==> src/rtl/hs_bus_guard.sv <==
module hs_bus_guard #(
  parameter int IDLE_CYC  = 4750,
  parameter int STUCK_CYC = 1500000,
  parameter int GAP_CYC   = 2000,
  parameter int HALF_CYC  = 2941,
  parameter int NPULSE    = 16
) (
  input  logic clk,
  input  logic rst_n,
  input  logic pwr_ok,
  input  logic enable,
  input  logic bp_sda,
  input  logic bp_scl,
  input  logic card_sda,
  input  logic card_scl,
  output logic bridge_on,
  output logic ready,
  output logic accel_en,
  output logic card_scl_pull
);
  localparam int IW = $clog2(IDLE_CYC + 1);
  localparam int SW = $clog2(STUCK_CYC + 1);
  localparam int TMAX = (GAP_CYC > 2 * HALF_CYC) ? GAP_CYC : 2 * HALF_CYC;
  localparam int TW = $clog2(TMAX + 1);
  localparam int PW = $clog2(NPULSE + 1);

  typedef enum logic [1:0] {S_WAIT, S_LINK, S_GAP, S_CLK} st_t;
  st_t st;

  logic [3:0] m1, m2;
  logic prev_sda, prev_scl, en_q, fault, qual;
  logic [IW-1:0] idle_cnt;
  logic [SW-1:0] stuck_cnt;
  logic [TW-1:0] tmr;
  logic [PW-1:0] npulse;

  wire b_sda   = m2[3];
  wire b_scl   = m2[2];
  wire c_sda   = m2[1];
  wire c_scl   = m2[0];
  wire card_hi = c_sda & c_scl;
  wire en_rise = enable & ~en_q;
  wire stop    = b_scl & prev_scl & b_sda & ~prev_sda;
  wire idle_ok = (idle_cnt == IW'(IDLE_CYC));
  wire watch   = (st == S_WAIT) || (st == S_LINK);
  wire timeout = watch && !card_hi && (stuck_cnt == SW'(STUCK_CYC - 1));

  always_ff @(posedge clk) begin
    if (!rst_n) begin
      m1 <= '0; m2 <= '0; prev_sda <= 1'b0; prev_scl <= 1'b0; en_q <= 1'b0;
      st <= S_WAIT; fault <= 1'b0; qual <= 1'b0;
      idle_cnt <= '0; stuck_cnt <= '0; tmr <= '0; npulse <= '0;
    end else begin
      m1 <= {bp_sda, bp_scl, card_sda, card_scl};
      m2 <= m1;
      prev_sda <= b_sda;
      prev_scl <= b_scl;
      en_q <= enable;
      if (!pwr_ok || !enable) begin
        st <= S_WAIT; qual <= 1'b0; idle_cnt <= '0; stuck_cnt <= '0;
        tmr <= '0; npulse <= '0;
        if (!pwr_ok) fault <= 1'b0;
      end else if (en_rise && fault) begin
        st <= S_LINK; fault <= 1'b0; qual <= 1'b0; stuck_cnt <= '0;
      end else begin
        if (b_sda && b_scl) idle_cnt <= idle_ok ? idle_cnt : idle_cnt + 1'b1;
        else idle_cnt <= '0;
        if (card_hi || !watch) stuck_cnt <= '0;
        else stuck_cnt <= stuck_cnt + 1'b1;
        unique case (st)
          S_WAIT:
            if (timeout) begin
              st <= S_GAP; fault <= 1'b1; qual <= 1'b0; tmr <= '0;
            end else if ((qual || stop || idle_ok) && card_hi) begin
              st <= S_LINK; qual <= 1'b0; fault <= 1'b0;
            end else if (stop || idle_ok) qual <= 1'b1;
          S_LINK:
            if (timeout) begin
              st <= S_GAP; fault <= 1'b1; tmr <= '0;
            end
          S_GAP:
            if (tmr == TW'(GAP_CYC - 1)) begin
              st <= S_CLK; tmr <= '0; npulse <= '0;
            end else tmr <= tmr + 1'b1;
          S_CLK:
            if (tmr == TW'(2 * HALF_CYC - 1)) begin
              tmr <= '0;
              if (c_sda || npulse == PW'(NPULSE - 1)) st <= S_WAIT;
              else npulse <= npulse + 1'b1;
            end else tmr <= tmr + 1'b1;
          default: st <= S_WAIT;
        endcase
      end
    end
  end

  assign bridge_on     = (st == S_LINK);
  assign ready         = bridge_on;
  assign accel_en      = bridge_on;
  assign card_scl_pull = (st == S_CLK) && (tmr < TW'(HALF_CYC));
endmodule

==> config.mk <==
export PLATFORM = sky130hd
export DESIGN_NAME = hs_bus_guard
export DESIGN_NICKNAME = d
export VERILOG_FILES = /design/src/rtl/hs_bus_guard.sv
export SDC_FILE = /design/constraint.sdc
export NUM_CORES = 1
export LEC_CHECK = 0
export CAP_MARGIN = 25
export CORE_ASPECT_RATIO = 1.4
export CORE_UTILIZATION = 40
export DETAILED_ROUTE_END_ITERATION = 7
export DONT_BUFFER_PORTS = 1
export PLACE_DENSITY_LB_ADDON = 0.05
export SETUP_SLACK_MARGIN = 0.02
export SKIP_LAST_GASP = 1
export SLEW_MARGIN = 20
export SYNTH_ARGS = -nofsm -noshare
export SYNTH_HDL_FRONTEND = slang
export SYNTH_SLANG_ARGS = --single-unit
export TNS_END_PERCENT = 50
==> constraint.sdc <==
create_clock -name clk -period 2.7 [get_ports clk]
set_input_delay 0.27 -clock clk [delete_from_list [all_inputs] [get_ports clk]]
set_output_delay 0.27 -clock clk [all_outputs]
set_load 0.01 [all_outputs]
### After elaboration in Yosys (flattened, before gate mapping)

Index checks and enable logic that the tools add are counted.

| cells by class | value |
|---|---|
| reduce and logical (&&, ||, !) cells | 32 |
| eq/ne operators | 24 |
| $add $sub $neg | 4 |
| $lt $le $gt $ge | 1 |
| muxes and demuxes | 28 |
| bitwise operators | 9 |

Operator list:

| cell | number |
|---|---|
| $mux 13 | 5 |
| $pmux 13 s3 | 1 |
| $add 13x1->13 const B | 2 |
| $eq 13x13->1 const B | 2 |
| $add 21x1->21 const B | 1 |
| $eq 21x21->1 const B | 1 |
| $mux 5 | 3 |
| $reduce_and 5->1 | 3 |
| $eq 13x11->1 const B | 1 |
| $lt 13x12->1 const B | 1 |
| $mux 2 | 6 |
| $ne 2x2->1 const B | 6 |
| $mux 1 | 10 |
| $pmux 5 s2 | 1 |
| $ne 3x3->1 const B | 3 |
| $pmux 2 s4 | 1 |
| $logic_or 1x1->1 | 7 |
| $logic_and 1x1->1 | 6 |
| $reduce_and 2->1 | 3 |
| $add 5x1->5 const B | 1 |
| $and 1x1->1 | 5 |
| $eq 5x4->1 const B | 1 |
| $ne 5x2->1 const B | 1 |
| $eq 2x2->1 const B | 2 |
| other kinds (17) | 25 |

| storage, ports and cells | value |
|---|---|
| input bits | 8 |
| output and inout port bits | 4 |
| register bits | 67 |
| logic and storage cells | 111 |

### Logic depth before layout (Yosys ltp)

| depth | value |
|---|---|
| word-level depth | 11 |
| gate-level depth with buffers | 10 |

### Worst setup path after synthesis

No wires, ideal clock.

| timing path | value |
|---|---|
| path type | reg2reg |
| from | register npulse[0] |
| to | register npulse[2] |
| buffers on the path | 0 |
| period minus slack after synthesis | 2.241 ns |
| stages on the path, launching flop included | 9 |
| data arrival time | 2.172 ns |
| setup slack | 0.459 ns |
| cell sequence | dfxtp_1 > ha_1 > and3_1 > ha_1 > or3b_2 > a21oi_1 > nand3_4 > or3b_1 > a21oi_1 |

| between the ends | value |
|---|---|
| cells in the longest elaborated chain, start to end | 4 |
| elaborated cells on any way between the ends | 8 |
| classes of those cells | add/sub (1); eq/ne (2); mux (3); reduce/logical (2) |

RTL lines:

| item | RTL line | text |
|---|---|---|
| start, declared | 35 | `logic [PW-1:0] npulse;` |
| start signal, assigned | 89 | `else npulse <= npulse + 1'b1;` |
| $add 5x1->5 / $eq 5x4->1 (equally long branches) | 89, 88 |  |
| $mux 5 / $logic_or 1x1->1 (equally long branches) | 88 | `if (c_sda \|\| npulse == PW'(NPULSE - 1)) st <= S_WAIT;` |
| $mux 5 / $ne 2x2->1 (equally long branches) | -- |  |
| $pmux 5 s2 / $reduce_and 5->1 (equally long branches) | -- |  |

Parallel ways exist; a longest one is shown, timed or not. The select of a mux whose other input is x is not followed.
A chain may end at the register's enable or synchronous reset.

### Worst setup path after layout

Ends and elaborated chain as after synthesis.

==> flow_metrics.py <==
metrics = {
    "run_status": {
        "status": "finished clean",
    },
    "floorplanning": {
        "ioPinCount": 12,
        "initial_core_util": 0.411,
        "dieArea_um2": 8330,
        "die_h_um": 108,
        "die_x_um": 77.4,
        "num_rows": 38,
        "core_um2": 7750,
    },
    "grt": {
        "grt_pass1_wl_um": 11300,
        "grt_pass1_vias": 2465,
        "grt_overflow": 0,
        "antenna_found_initial": 0,
        "grt.total_usage": 0.176,
        "grt_max_degree": 21,
    },
    "final_layout": {
        "multi_input_area_um2": 1730,
        "register_area_um2": 1340,
        "diodes": 0,
        "area_growth_pct": 9.90,
        "mostFrequentLayoutCells": "dfxtp_1 (67), nor2_1 (46), xor2_1 (30)",
        "fin_nets": 388,
        "final_layout_size_suffix_gt1_frac": 0.0829,
        "stdcell_area_um2": 3500,
        "nFillCells": 803,
        "instances_no_fill": 474,
        "final_common_cell": "dfxtp_1",
    },
    "setup_path": {
        "cp.required_ps": 2990,
        "startpoint_type": "flip-flop",
        "crit_chain": "ha_1, and3_1, ha_1, or3b_2, a21oi_1, nand3_4, or3b_1, a21oi_1",
        "cp_slowest_stage_delay_ps": 450,
        "crit_slowest_cell": "or3b_2",
        "reg2reg_slack_ps": 330,
        "critPathKind": "reg2reg",
        "worst_ep_arrival_time_ps": 2660,
        "path_max_fanout": 4,
        "critPathCaptureType": "flip-flop",
    },
    "hold_path": {
        "hold_path.class": "in2reg",
    },
    "sta": {
        "worst_pin_slew_ps": 672,
        "timing.final.crit_share": 0.879,
        "finalHoldViolations": 0,
        "tns_ps": 0,
        "finalSetupViolCount": 0,
        "timing.hold.ws_ps": 38.3,
        "final_max_slew_viol_count": 0,
        "fmax_ghz": 0.421,
        "relSlewSlack": 0.551,
        "rsz0062_at_grt": "no",
        "fin_skew_ps": 9.04,
        "period_minus_slack_ps": 2370,
    },
    "place": {
        "placed_area_um2": 3270,
        "dpl.hpwl_um": 4650,
        "place_congestion": 0.784,
        "port_buffers": 0,
        "dp_cells": 458,
    },
    "drt": {
        "drt-initial-drc-count": 95,
        "route.vias.total": 2478,
        "antenna_left": 0,
        "drc_errors": 0,
        "routed_wl_um": 6580,
        "viasPerCell": 5.23,
        "wire_per_inst_um": 13.9,
        "first_pass_iters": 4,
    },
    "yosys": {
        "synth-async-reset-ratio": 0,
        "ys_ff_latch": 67,
        "synth_flop_cell": "dfxtp_1",
        "syn_avg_cell_area_um2": 8.70,
        "ys_seq_area_frac": 0.421,
        "syn_nets": 385,
        "synthCells": 366,
        "synth_area_um2": 3190,
        "synth_cell_types": 49,
        "yosysWarnings": 0,
        "synth_edf_count": 0,
    },
    "cts": {
        "clk_pin_slew_ps": 80,
        "post_cts_buffers": 0,
        "cts_made_buffers": 9,
        "cts.path.max_buffers": 2,
        "cts.sinks": 67,
        "htreeDepth": 3,
        "worst_skew_pair.late_latency_ps": 350,
        "postCtsResizedCells": 0,
        "cts_tree": "yes",
        "cts_root_buffer": "clkbuf_8",
        "hold_buffers": 0,
    },
    "power": {
        "finalPower_w": 0.00197,
        "p_leak_nw": 1.22,
        "ir_drop_mv": 0.272,
        "p_per_area_nw_per_um2": 562,
    },
    "flow_run": {
        "drv_cap": 0,
    },
}
[cells by family after synthesis]
kind of cell               count (synthesis)  synth area share
DFF                                       67             0.421
xor gates and xnor gates                  33            0.0907
adders and majority gates                 11            0.0432
AOI/OAI and AO/OA                         50            0.0974
muxes                                      3           0.00943
and+or+nand+nor                          179             0.303
buffers and inverters                     23            0.0350
[per-stage QoR]
step	utilization	setup WS, ps
after floorplan	-	459
after global placement	0.423	382
after detailed placement	0.423	344
after CTS	0.452	322
after global routing	0.452	171
final	0.452	327
[Yosys cell counts, types with 3 or more instances]
| master | number | area (um^2) |
|---|---|---|
| inv_1 | 10 | 37.5 |
| dfxtp_1 | 67 | 1340 |
| xor2_1 | 30 | 263 |
| and3_1 | 17 | 106 |
| and2_1 | 16 | 100 |
| xnor2_1 | 3 | 26.3 |
| clkbuf_1 | 7 | 26.3 |
| and4b_1 | 3 | 30.0 |
| mux2i_1 | 3 | 30.0 |
| nor3_1 | 5 | 25.0 |
| nand4b_1 | 3 | 26.3 |
| nand3_1 | 25 | 125 |
| nand2_1 | 27 | 101 |
| ha_1 | 11 | 138 |
| nor2_1 | 46 | 173 |
| o21ai_0 | 14 | 70.1 |
| a21oi_1 | 21 | 105 |
| o21a_1 | 3 | 22.5 |
| nand4_1 | 9 | 56.3 |
| or3_1 | 9 | 56.3 |
[report_power, final]
part,total [W],switching [W],internal [W],leakage (nW)
clock network,0.000950,0.000405,0.000545,0.108
logic,0.0000182,0.0000117,0.00000654,0.567
registers,0.000999,0.00000382,0.000995,0.542
[flip-flops by register name (all words and copies together) (netlist names), 2 cells and up]
signal     count
tmr           13
stuck_cnt     21
st             2
npulse         5
idle_cnt      13
m2             4
m1             4
[per-layer routing]
metal	vias up	track usage	wire length, um
met5	-	0	0
li1	1278	-	-
met3	10	0.0559	225
met4	0	0.0836	106
met1	1157	0.198	2990
met2	33	0.299	3260
[cell type report]
class,count,share of cell area
tap,100,0.0357
clock inverter,6,0.0254
clock buffer,10,0.0393
sequential,67,0.383
timing repair buffer,5,0.0107
multi-input combinational,276,0.495
inverter,10,0.0107
[critical path: cells and delay by family, from the launching register on]
kind                       cells  cell delay (ps)
and+or+nand+nor                4             1120
AOI/OAI and AO/OA              2              450
adders and majority gates      2              390
DFF                            1              340
[path summary, 6_finish.rpt]
check / startpoint / endpoint / cells past startpoint
setup / recovery: npulse[0]$_SDFFE_PP0P_ / npulse[2]$_SDFFE_PP0P_ / 8
hold / removal: rst_n / m1[1]$_SDFF_PN0_ / 1
setup reg to reg: npulse[0]$_SDFFE_PP0P_ / npulse[2]$_SDFFE_PP0P_ / 8
hold reg to reg: m1[3]$_SDFF_PN0_ / m2[3]$_SDFF_PN0_ / 1
Power figures use the tool's default switching activity.
